[config.mk]
export PLATFORM = sky130hd
export DESIGN_NAME = addsub_unit
export DESIGN_NICKNAME = d
export VERILOG_FILES = /design/src/rtl/addsub_pkg.sv /design/src/rtl/addsub_ctrl.sv /design/src/rtl/addsub_datapath.sv /design/src/rtl/addsub_unit.sv
export SDC_FILE = /design/constraint.sdc
export NUM_CORES = 1
export LEC_CHECK = 0
export ABC_CLOCK_PERIOD_IN_PS = 4380
export BUFFER_PORTS_ARGS = -buffer_cell sky130_fd_sc_hd__buf_2
export CORE_AREA = 3 3 40 42
export DETAILED_ROUTE_END_ITERATION = 7
export DIE_AREA = 0 0 43 45
export GPL_ROUTABILITY_DRIVEN = 0
export SLEW_MARGIN = 30
export SYNTH_ARGS = -nofsm -noshare
export SYNTH_HDL_FRONTEND = slang
export SYNTH_SLANG_ARGS = --single-unit
[constraint.sdc]
create_clock -name vclk -period 4.38
set_clock_uncertainty 0.15 [all_clocks]
set_input_delay 0.438 -clock vclk [all_inputs]
set_output_delay 0.438 -clock vclk [all_outputs]
set_load 0.1 [all_outputs]
[src/rtl/addsub_pkg.sv]
package addsub_pkg;
  // Strobes from the mode decoder to the arithmetic datapath.
  typedef struct packed {
    logic invertB;    // XOR the second operand with ones
    logic carryIn;    // carry fed into bit 0 of the main pass
    logic endAround;  // add the main-pass carry-out in a second pass
  } ctrl_t;
endpackage

[src/rtl/addsub_ctrl.sv]
module addsub_ctrl
  import addsub_pkg::*;
#(
  parameter bit ONES_COMP = 1'b0
) (
  input  logic  subMode,
  output ctrl_t ctrl
);
  generate
    if (ONES_COMP) begin : g_ones
      assign ctrl.carryIn   = 1'b0;
      assign ctrl.endAround = 1'b1;
    end else begin : g_twos
      assign ctrl.carryIn   = subMode;
      assign ctrl.endAround = 1'b0;
    end
  endgenerate

  assign ctrl.invertB = subMode;

  // The one's complement variant never seeds the main pass with a carry.
  always_comb begin
    if (ctrl.endAround)
      AST_NO_SEED_CARRY: assert (ctrl.carryIn == 1'b0);
  end
endmodule

[src/rtl/addsub_datapath.sv]
module addsub_datapath
  import addsub_pkg::*;
#(
  parameter int WIDTH = 8
) (
  input  logic [WIDTH-1:0] opA,
  input  logic [WIDTH-1:0] opB,
  input  ctrl_t            ctrl,
  output logic [WIDTH-1:0] result,
  output logic             carryFlag,
  output logic             ovfFlag
);
  localparam int MSB = WIDTH - 1;

  logic [WIDTH-1:0] opY;
  logic [WIDTH-1:0] passSum;
  logic [WIDTH:0]   carry;
  logic             wrapBit;
  logic             signRuleOvf;

  assign opY      = opB ^ {WIDTH{ctrl.invertB}};
  assign carry[0] = ctrl.carryIn;

  // Main pass: one full-adder cell per bit position.
  generate
    for (genvar i = 0; i < WIDTH; i++) begin : g_cell
      assign passSum[i]  = opA[i] ^ opY[i] ^ carry[i];
      assign carry[i+1]  = (opA[i] & opY[i]) | (carry[i] & (opA[i] ^ opY[i]));
    end
  endgenerate

  // Second pass: increment by the end-around carry when enabled.
  assign wrapBit = ctrl.endAround & carry[WIDTH];
  assign result  = passSum + {{MSB{1'b0}}, wrapBit};

  assign carryFlag   = carry[WIDTH];
  assign signRuleOvf = (opA[MSB] == opY[MSB]) & (result[MSB] ^ opA[MSB]);
  assign ovfFlag     = ctrl.endAround ? signRuleOvf : (carry[MSB] ^ carry[WIDTH]);

  // The wrap increment can only land on a pass sum below all ones.
  always_comb begin
    if (wrapBit)
      AST_WRAP_FITS: assert (passSum != {WIDTH{1'b1}});
  end
endmodule

[src/rtl/addsub_unit.sv]
module addsub_unit
  import addsub_pkg::*;
#(
  parameter int WIDTH     = 8,
  parameter bit ONES_COMP = 1'b0
) (
  input  logic [WIDTH-1:0] opA,
  input  logic [WIDTH-1:0] opB,
  input  logic             subMode,
  output logic [WIDTH-1:0] result,
  output logic             carryFlag,
  output logic             ovfFlag
);
  localparam int MSB = WIDTH - 1;

  ctrl_t ctrl;

  addsub_ctrl #(.ONES_COMP(ONES_COMP)) u_ctrl (
    .subMode (subMode),
    .ctrl    (ctrl)
  );

  addsub_datapath #(.WIDTH(WIDTH)) u_dp (
    .opA       (opA),
    .opB       (opB),
    .ctrl      (ctrl),
    .result    (result),
    .carryFlag (carryFlag),
    .ovfFlag   (ovfFlag)
  );

  always_comb begin
    if (!ONES_COMP && !subMode)
      AST_SUM_VALUE: assert (result == WIDTH'(opA + opB));
    if (!ONES_COMP && subMode)
      AST_DIFF_VALUE: assert (result == WIDTH'(opA - opB));
    if (!ONES_COMP && subMode)
      AST_BORROW_SENSE: assert (carryFlag == (opA >= opB));
    if (!subMode && (opA[MSB] != opB[MSB]))
      AST_NO_OVERFLOW: assert (!ovfFlag);
    if (subMode && (opA[MSB] == opB[MSB]))
      AST_NO_OVERFLOW_SUB: assert (!ovfFlag);
    if (ONES_COMP && subMode && (opA == opB))
      AST_NEG_ZERO: assert (result == {WIDTH{1'b1}} && !carryFlag);
  end
endmodule

---- After elaboration in Yosys (flattened, before gate mapping) ----
Cells that the tools add are included.
operators by class
  $lt $le $gt $ge ......................... 0
  divide/modulo/power cells ............... 0
  multiplexer cells ....................... 0
  equal/unequal tests ..................... 0
  add/sub/neg operators ................... 0
  bitwise gates (word level) .............. 42
  multipliers ............................. 0
  reductions and logical operators ........ 0
  shift-type cells ........................ 0
operators by type and width
  operator       count
  $xor A1 B1 Y1  17
  $and A1 B1 Y1  16
  $or A1 B1 Y1   8
  $xor A8 B8 Y8  1
word-level totals
  logic and storage cells ................. 42
  memories kept ........................... 0
  latch bits .............................. 0
  flip-flop bits (word level) ............. 0
  bits in read-only memories .............. 0
  output and inout bits ................... 10
  bits in writable memories ............... 0
  input port bits ......................... 17

---- Logic depth before layout (Yosys ltp) ----
Gate-level depths: netlist of run 1.
  word-level depth ........................ 19
  mapped depth ............................ 12
  depth with buffers taken out ............ 11

---- Hierarchy ----
A second synthesis of run 1 with hierarchy kept.
second synthesis, totals
  cell total of the unflattened synthesis .. 55
  area total of the unflattened synthesis .. 506.7 µm²
by module, submodules not included
  module           times used  seq. area each (µm²)  cells an instance  area an instance (µm²)
  addsub_datapath  1           0.0                   51                 480.5
  addsub_ctrl      1           0.0                   4                  26.3

---- Worst setup path before layout of run 1 ----
Ideal clock, no wire load.
  path kind ............................... input to output
  start point ............................. in subMode
  end point ............................... out ovfFlag
  data required time ...................... 3.792 ns
  buffers on the path ..................... 1
  path slack .............................. -0.929 ns
  cell stages on the path ................. 12
  arrival ................................. 4.721 ns
  cells stage by stage .................... buf_6 xor2_1 fa_1 inv_1 fa_1 fa_1 fa_1 fa_1 fa_1 inv_1 fa_1 xnor2_1
on the way
  longest elaborated chain between the ends .. 19
  elaborated cells on any way between the ends .. 34
  those cells by class .................... bitwise (34)
ends and longest elaborated chain
  what                 RTL line               text
  from (decl)          addsub_unit.sv:9       input logic subMode,
  $xor A8 B8 Y8        addsub_datapath.sv:21  assign opY = opB ^ {WIDTH{ctrl.invertB}};
  $xor A1 B1 Y1        addsub_datapath.sv:28  assign carry[i+1] = (opA[i] & opY[i]) | (carry[i] & (opA[i] ^ opY[i]));
  $and A1 B1 Y1        addsub_datapath.sv:28
  $or A1 B1 Y1         addsub_datapath.sv:28
  $and A1 B1 Y1        addsub_datapath.sv:28
  $or A1 B1 Y1         addsub_datapath.sv:28
  $and A1 B1 Y1        addsub_datapath.sv:28
  $or A1 B1 Y1         addsub_datapath.sv:28
  [... 4 more ...]     n/a
  $and A1 B1 Y1        addsub_datapath.sv:28
  $or A1 B1 Y1         addsub_datapath.sv:28
  $and A1 B1 Y1        addsub_datapath.sv:28
  $or A1 B1 Y1         addsub_datapath.sv:28
  $and A1 B1 Y1        addsub_datapath.sv:28
  $or A1 B1 Y1 *       addsub_datapath.sv:28
  named net carryFlag  addsub_unit.sv:11      output logic carryFlag,
  $xor A1 B1 Y1 *      addsub_datapath.sv:38  assign ovfFlag = ctrl.endAround ? signRuleOvf : (carry[MSB] ^ carry[WIDTH]);
  to (decl)            addsub_unit.sv:12      output logic ovfFlag
Mark *: on every way through the listed nets, which the timed path passes. The rest lies on a longest branch.

---- Worst setup path after layout of run 1 ----
  start point ............................. in subMode
  end point ............................... out result[7]
on the way
  longest elaborated chain between the ends .. 17
  elaborated cells on any way between the ends .. 31
  those cells by class .................... bitwise (31)
ends and longest elaborated chain
  what             RTL line               text
  $xor A8 B8 Y8    addsub_datapath.sv:21
  $xor A1 B1 Y1    addsub_datapath.sv:28
  $and A1 B1 Y1    addsub_datapath.sv:28
  $or A1 B1 Y1     addsub_datapath.sv:28
  $and A1 B1 Y1    addsub_datapath.sv:28
  $or A1 B1 Y1     addsub_datapath.sv:28
  $and A1 B1 Y1    addsub_datapath.sv:28
  $or A1 B1 Y1     addsub_datapath.sv:28
  $and A1 B1 Y1    addsub_datapath.sv:28
  $or A1 B1 Y1     addsub_datapath.sv:28
  $and A1 B1 Y1    addsub_datapath.sv:28
  $or A1 B1 Y1     addsub_datapath.sv:28
  $and A1 B1 Y1    addsub_datapath.sv:28
  $or A1 B1 Y1     addsub_datapath.sv:28
  $and A1 B1 Y1    addsub_datapath.sv:28
  $or A1 B1 Y1     addsub_datapath.sv:28
  $xor A1 B1 Y1 *  addsub_datapath.sv:27  assign passSum[i] = opA[i] ^ opY[i] ^ carry[i];
  to (decl)        addsub_unit.sv:10      output logic [WIDTH-1:0] result,
Mark *: on every way between the ends. The rest lies on a longest branch, timed or not.

==> results of run 1 <==
==> synthesized netlist by cell type (all sizes together) <==
library cell	count	area (µm²)
buf	1	11.3
fa	7	140
inv	12	45.0
mux2	1	11.3
xnor2	6	52.6
xor2	3	26.3
==> per-layer routing <==
layer | vias up | global-route usage | part of all wire
li1 | 132 | - | -
met1 | 114 | 0.0833 | 0.35
met2 | 18 | 0.141 | 0.51
met3 | 0 | 0.0199 | 0.14
met4 | 0 | 0 | 0
met5 | - | 0 | 0
==> layout make-up <==
cell class	instances	area [µm²]	area share
multi-input cells	17	269	0.532
repair buffers	28	173	0.342
inverters	12	45.0	0.0891
well taps	15	18.8	0.0371
==> report_power, final <==
| part | internal (mW) | total [mW] | leakage, nW | switching [mW] |
|---|---|---|---|---|
| sequential | 0 | 0 | 0 | 0 |
| combinational | 0.0617 | 0.279 | 0.269 | 0.217 |
| clock | 0 | 0 | 0 | 0 |
| total | 0.0617 | 0.279 | 0.269 | 0.217 |
==> how the worst max path moves through the flow <==
stage          slack (ns)    start  depth (start not counted)        end
2_1_floorplan       -0.06  subMode                         12    ovfFlag
3_3_place_gp         0.11  subMode                         12  result[7]
3_5_place_dp         0.09  subMode                         12  result[7]
4_1_cts              0.09  subMode                         12  result[7]
5_1_grt              0.01  subMode                         12  result[7]
6_report             0.13  subMode                         12  result[7]
==> cell families (layout without fill, tap and decap cells) <==
family / after synthesis / after routing
buf+inv: 13 / 40
xor+xnor: 9 / 9
fa+ha+maj: 7 / 7
mux: 1 / 1
==> worst max-delay path, cell delays in order <==
cell	delay, ns
buf_2	0.14
xor2_2	0.17
fa_1	0.19
inv_1	0.05
fa_1	0.38
fa_2	0.35
fa_2	0.35
fa_2	0.36
fa_2	0.46
inv_2	0.09
fa_2	0.40
buf_2	0.30
==> reports/metrics.yaml, run 1 <==
run_status:
  outcome: "finished clean"
min_path:
  min_path_cells: 3
  holdPathEnd: "result[0]"
  hp-start: "opA[0]"
  min_path_type: "primary input to output port"
power:
  powerDensity_nw_per_um2: 552
  p_total_uw: 279
  peakVddDrop_uv: 197
  p_leak_nw: 0.269
clocking:
  cts_hold_buf: 0
  cts_resized: 0
  cts_setup_buffers: 0
final_layout:
  n_antenna_cell: 0
  regArea_um2: 0
  drive_gt1_frac: 0.649
  nets: 83
  syn2layout_area_growth_pct: 76.4
  clkbuf_count: 0
  utilization: 0.393
  finalNonFillerCells: 72
  layout_commonest_cell: "buf_2"
  seq_cell_count: 0
  final_cell_mix: "buf_2, inv_1, xnor2_1, fa_2"
  fin_area_um2: 505
  nFillCells: 141
yosys:
  ys.warnings.count: 0
  synth-simple-area-share: 0
  synthCells: 30
  synth-xor-area-share: 0.275
  ys_seq_area_frac: 0
  synth_cell_types: 6
  syn_nets: 54
  synth_area_um2: 287
  synth_fa_ha_area_frac: 0.489
  synth_mux_area_frac: 0.0393
  synth_compound_area_frac: 0
  postSynthAreaPerCell_um2: 9.55
  synth_top_family_by_area: "adder cells"
global_route:
  globalRouteOverflowTotal: 0
  grt_max_degree: 6
  antenna_found_initial: 0
  grt_pass1_wl_mm: 1.12
  grt_pass1_vias: 298
  grt.total_usage: 0.0720
drt:
  viasPerCell: 3.67
  drc_errors: 0
  num_vias: 264
  firstDrtPassIters: 2
  ant_nets: 0
  wl_per_cell_um: 8.69
  drt_iter0_drc: 1
  routed_wl_um: 626
timing:
  finalCriticalPeriod_ns: 4.25
  setup_ws_ns: 0.125
  slew_headroom: 0.676
  worst_pin_slew_ns: 0.490
  rsz0062_at_grt: "false"
  slew_viol_final: 0
  finalHoldViolations: 0
  holdWs_ns: 1.15
  finalCritPeriodShare: 0.971
  tns_ns: 0
  finalSetupViolations: 0
  fmax_mhz: 235
floorplan:
  die_h_um: 45
  io_pins: 27
  design.core.area_um2: 1280
  start_util: 0.223
  die_area_um2: 1940
  row_count: 13
  fp.dieW_um: 43
placement:
  place_area_um2: 505
  dp_hpwl_um: 630
  placed_cells_incl_taps: 72
  io_buffers: 27
  dp_slack_ns: 0.0866
worst_setup_path:
  criticalPathCategory: "primary input to output port"
  cp.required_ns: 3.79
  end_kind: "output port"
  cp_max_fo: 4
  critPathLaunchType: "primary input"
  critical_path_arrival_ns: 3.67
flow_run:
  max_cap_violations: 0
Note: power is estimated with default switching activity, not from simulation.
==> run 2: changes to the inputs <==
CORE_AREA = 4 4 41 43   (was 3 3 40 42)
DIE_AREA = 0 0 45 47   (was 0 0 43 45)
PLACE_DENSITY = 0.62   (was not set)
==> reports/metrics.yaml, run 2 (synthesized netlist as in run 1, its figures left out) <==
run_status:
  outcome: "finished clean"
drt:
  ant_nets: 0
  routed_wl_um: 656
  wl_per_cell_um: 9.11
  viasPerCell: 3.79
  num_vias: 273
  drc_errors: 0
  firstDrtPassIters: 2
  drt_iter0_drc: 1
timing:
  finalHoldViolations: 0
  finalCriticalPeriod_ns: 4.21
  fmax_mhz: 237
  finalCritPeriodShare: 0.962
  tns_ns: 0
  holdWs_ns: 1.15
  rsz0062_at_grt: "false"
  slew_headroom: 0.678
  slew_viol_final: 0
  worst_pin_slew_ns: 0.487
  finalSetupViolations: 0
global_route:
  globalRouteOverflowTotal: 0
  grt.total_usage: 0.0698
  grt_pass1_vias: 313
  grt_max_degree: 6
  antenna_found_initial: 0
  grt_pass1_wl_mm: 1.15
power:
  p_total_uw: 295
  peakVddDrop_uv: 236
  p_leak_nw: 0.277
  powerDensity_nw_per_um2: 560
final_layout:
  seq_cell_count: 0
  drive_gt1_frac: 0.649
  multiInputGateArea_um2: 269
  nFillCells: 147
  regArea_um2: 0
  syn2layout_area_growth_pct: 83.8
  layout_commonest_cell: "buf_2"
  fin_area_um2: 527
  clkbuf_count: 0
  n_antenna_cell: 0
  nets: 83
  final_cell_mix: "buf_2, inv_1, xnor2_1, fa_2, buf_12"
worst_setup_path:
  critical_path_arrival_ns: 3.63
  critPathLaunchType: "primary input"
  criticalPathCategory: "primary input to output port"
  end_kind: "output port"
  cp.required_ns: 3.79
  cp_max_fo: 5
placement:
  place_area_um2: 520
  dp_hpwl_um: 674
  io_buffers: 27
floorplan:
  row_count: 13
  fp.dieW_um: 45
  die_h_um: 47
  start_util: 0.220
  design.core.area_um2: 1300
  die_area_um2: 2120
  io_pins: 27
flow_run:
  max_cap_violations: 0
clocking:
  cts_setup_buffers: 0
min_path:
  min_path_type: "primary input to output port"
[run 2: cell count changes in the layout (fill, tap and decap cells not counted)]
cell	delta
buf_6	+1
buf_2	-2
buf_12	+1
[run 2: timing repair]
| action | CTS | global route |
|---|---|---|
| hold buffers | 0 | 0 |
| endpoints found under the hold margin | 0 | 0 |
| gates resized for setup | 0 | 3 |
| setup endpoints to repair | 0 | 2 |
[run 2: layer usage]
metal  wire length [µm]  up-vias  GRT usage  share of wire
met2                355       19      0.147           0.54
met5                  0        -          0              0
met1                163      122     0.0691           0.25
met3                136        0     0.0230           0.21
li1                   -      132          -              -
met4                  0        0          0              0
[run 2: layout make-up]
| cell class | count | area share |
|---|---|---|
| inverter | 12 | 0.0855 |
| multi-input combinational | 17 | 0.511 |
| tap | 15 | 0.0356 |
| timing repair buffer | 28 | 0.368 |
[run 2: where the power goes]
| part | total, mW | switching [mW] | internal (mW) | leakage (nW) |
|---|---|---|---|---|
| Sequential | 0 | 0 | 0 | 0 |
| Combinational | 0.295 | 0.220 | 0.0749 | 0.277 |
| Clock | 0 | 0 | 0 | 0 |
[run 2: through the flow]
stage                util  std cells  setup WS [ns]
detailed placement  0.400         72         0.0242
finish              0.405         72          0.165
global route        0.405         72        0.00737
CTS                 0.400         72         0.0215
floorplan               -         30        -0.0582
global placement    0.400         72         0.0885
[run 2: worst max-delay path: stages]
cell and delay [ns]:
buf_2 0.17, xor2_2 0.16, fa_1 0.19, inv_1 0.05, fa_1 0.39, fa_2 0.35, fa_2 0.35, fa_2 0.35
fa_2 0.46, inv_2 0.08, fa_2 0.43, buf_6 0.20
[run 2: worst paths after layout]
path,startpoint,endpoint,slack (ns),cells after the start
max,subMode,result[7],0.17,12
min,opA[0],result[0],1.15,3
==> run 3: changes to the inputs <==
ABC_AREA = 1   (was not set)
PLACE_DENSITY = 0.67   (was 0.62)
==> reports/metrics.yaml, run 3 <==
floorplan:
  fp.dieW_um: 45
  io_pins: 27
  start_util: 0.269
  design.core.area_um2: 1300
  row_count: 13
  die_h_um: 47
  die_area_um2: 2120
global_route:
  antenna_found_initial: 0
  grt_pass1_vias: 364
  grt_pass1_wl_mm: 1.37
  globalRouteOverflowTotal: 0
  grt_max_degree: 10
  grt.total_usage: 0.0849
power:
  peakVddDrop_uv: 157
  p_total_uw: 236
  powerDensity_nw_per_um2: 411
  p_leak_nw: 0.389
yosys:
  yosysMostFrequentCell: "nand2_1"
  syn_nets: 85
  synth_area_leaders: "fa_1, nand2_1, inv_1"
  postSynthAreaPerCell_um2: 5.74
  synth_cell_types: 5
  synth_commonest_cells: "nand2_1, inv_1, fa_1"
  synth_area_um2: 350
  synthCells: 61
  ys_seq_area_frac: 0
  synth_area_leader_cell: "fa_1"
  synth.top_cell.area_share: 0.400
  ys.warnings.count: 0
worst_setup_path:
  cp_num_buf_inv: 5
  cpMaxStageDelayCell: "fa_2"
  critical_path_arrival_ns: 3.66
  cp_max_fo: 9
  cpLargestDelayFamily: "adder cells"
  critPathMaxStageDelay_ns: 0.41
  cp.depth: 14
  cp.required_ns: 3.79
  end_kind: "output port"
  criticalPathCategory: "primary input to output port"
  cp_common_cell: "fa_2"
  critical_path.cell_chain: "buf_2, inv_2, nand2_1, nand2_1, fa_1, inv_1, fa_1, fa_2, fa_2, fa_2, fa_2, inv_2, fa_2, buf_2"
  critPathLaunchType: "primary input"
timing:
  finalCritPeriodShare: 0.970
  rsz0062_at_grt: "false"
  slew_viol_final: 0
  slew_headroom: 0.678
  finalSetupViolations: 0
  setup_ws_ns: 0.133
  finalHoldViolations: 0
  worst_pin_slew_ns: 0.487
  fmax_mhz: 235
  finalCriticalPeriod_ns: 4.25
  tns_ns: 0
run_status:
  outcome: "finished clean"
clocking:
  cts_setup_buffers: 0
  cts_hold_buf: 0
  cts_resized: 0
final_layout:
  n_antenna_cell: 0
  syn2layout_area_growth_pct: 63.9
  clkbuf_count: 0
  nFillCells: 156
  utilization: 0.441
  final_cell_mix: "nand2_1, buf_2, inv_1"
  finalNonFillerCells: 103
  nets: 114
  layout_commonest_cell: "nand2_1"
  drive_gt1_frac: 0.443
  multiInputGateArea_um2: 297
  seq_cell_count: 0
  regArea_um2: 0
drt:
  drt_iter0_drc: 2
  drc_errors: 0
  routed_wl_um: 884
  firstDrtPassIters: 3
  ant_nets: 0
  viasPerCell: 3.80
  wl_per_cell_um: 8.58
  num_vias: 391
min_path:
  hp-start: "opB[0]"
  min_path_type: "primary input to output port"
  min_path_cells: 4
  holdPathEnd: "result[0]"
placement:
  placed_cells_incl_taps: 103
  io_buffers: 27
  dp_hpwl_um: 857
  dp_slack_ns: 0.0882
flow_run:
  max_cap_violations: 0
-- run 3: cell count changes in the layout (fill, tap and decap cells not counted), moves of 2 or more --
cell and delta:
inv_2 +2, xnor2_1 -5, nand2_4 +2, inv_1 +9, buf_2 +2, xor2_1 -2
nand2_1 +27
-- run 3: area by class of cell --
class / count / share of cell area
Multi-Input combinational cell: 37 / 0.516
Tap cell: 15 / 0.0327
Inverter: 23 / 0.150
Timing Repair Buffer: 28 / 0.301
-- run 3: metal layers --
metal  GRT usage  share of wire
met4           0              0
met5           0              0
met2       0.169           0.54
met1       0.101           0.36
met3      0.0115           0.11
-- run 3: logic make-up after synthesis --
kind of cell  share of synthesized area
buf+inv                           0.279
fa+ha+maj                         0.400
simple gates                      0.321
-- run 3: worst max path at each step --
stage,from,to,slack [ns]
2_1_floorplan,subMode,ovfFlag,0.0006
3_3_place_gp,subMode,result[7],0.15
3_5_place_dp,subMode,result[7],0.09
4_1_cts,subMode,result[7],0.08
5_1_grt,subMode,result[7],0.008
6_report,subMode,result[7],0.13
-- run 3: per-stage QoR --
step	hold slack, ns	instance area (µm²)
2_1_floorplan	1.25	394
3_3_place_gp	1.21	574
3_5_place_dp	1.22	574
4_1_cts	1.22	574
5_1_grt	1.23	574
6_report	1.21	574
-- run 3: where the power goes --
part           switching, mW  total [mW]  internal, mW  leakage (nW)
clock network              0           0             0             0
registers                  0           0             0             0
logic                  0.186       0.236        0.0496         0.389
total                  0.186       0.236        0.0496         0.389
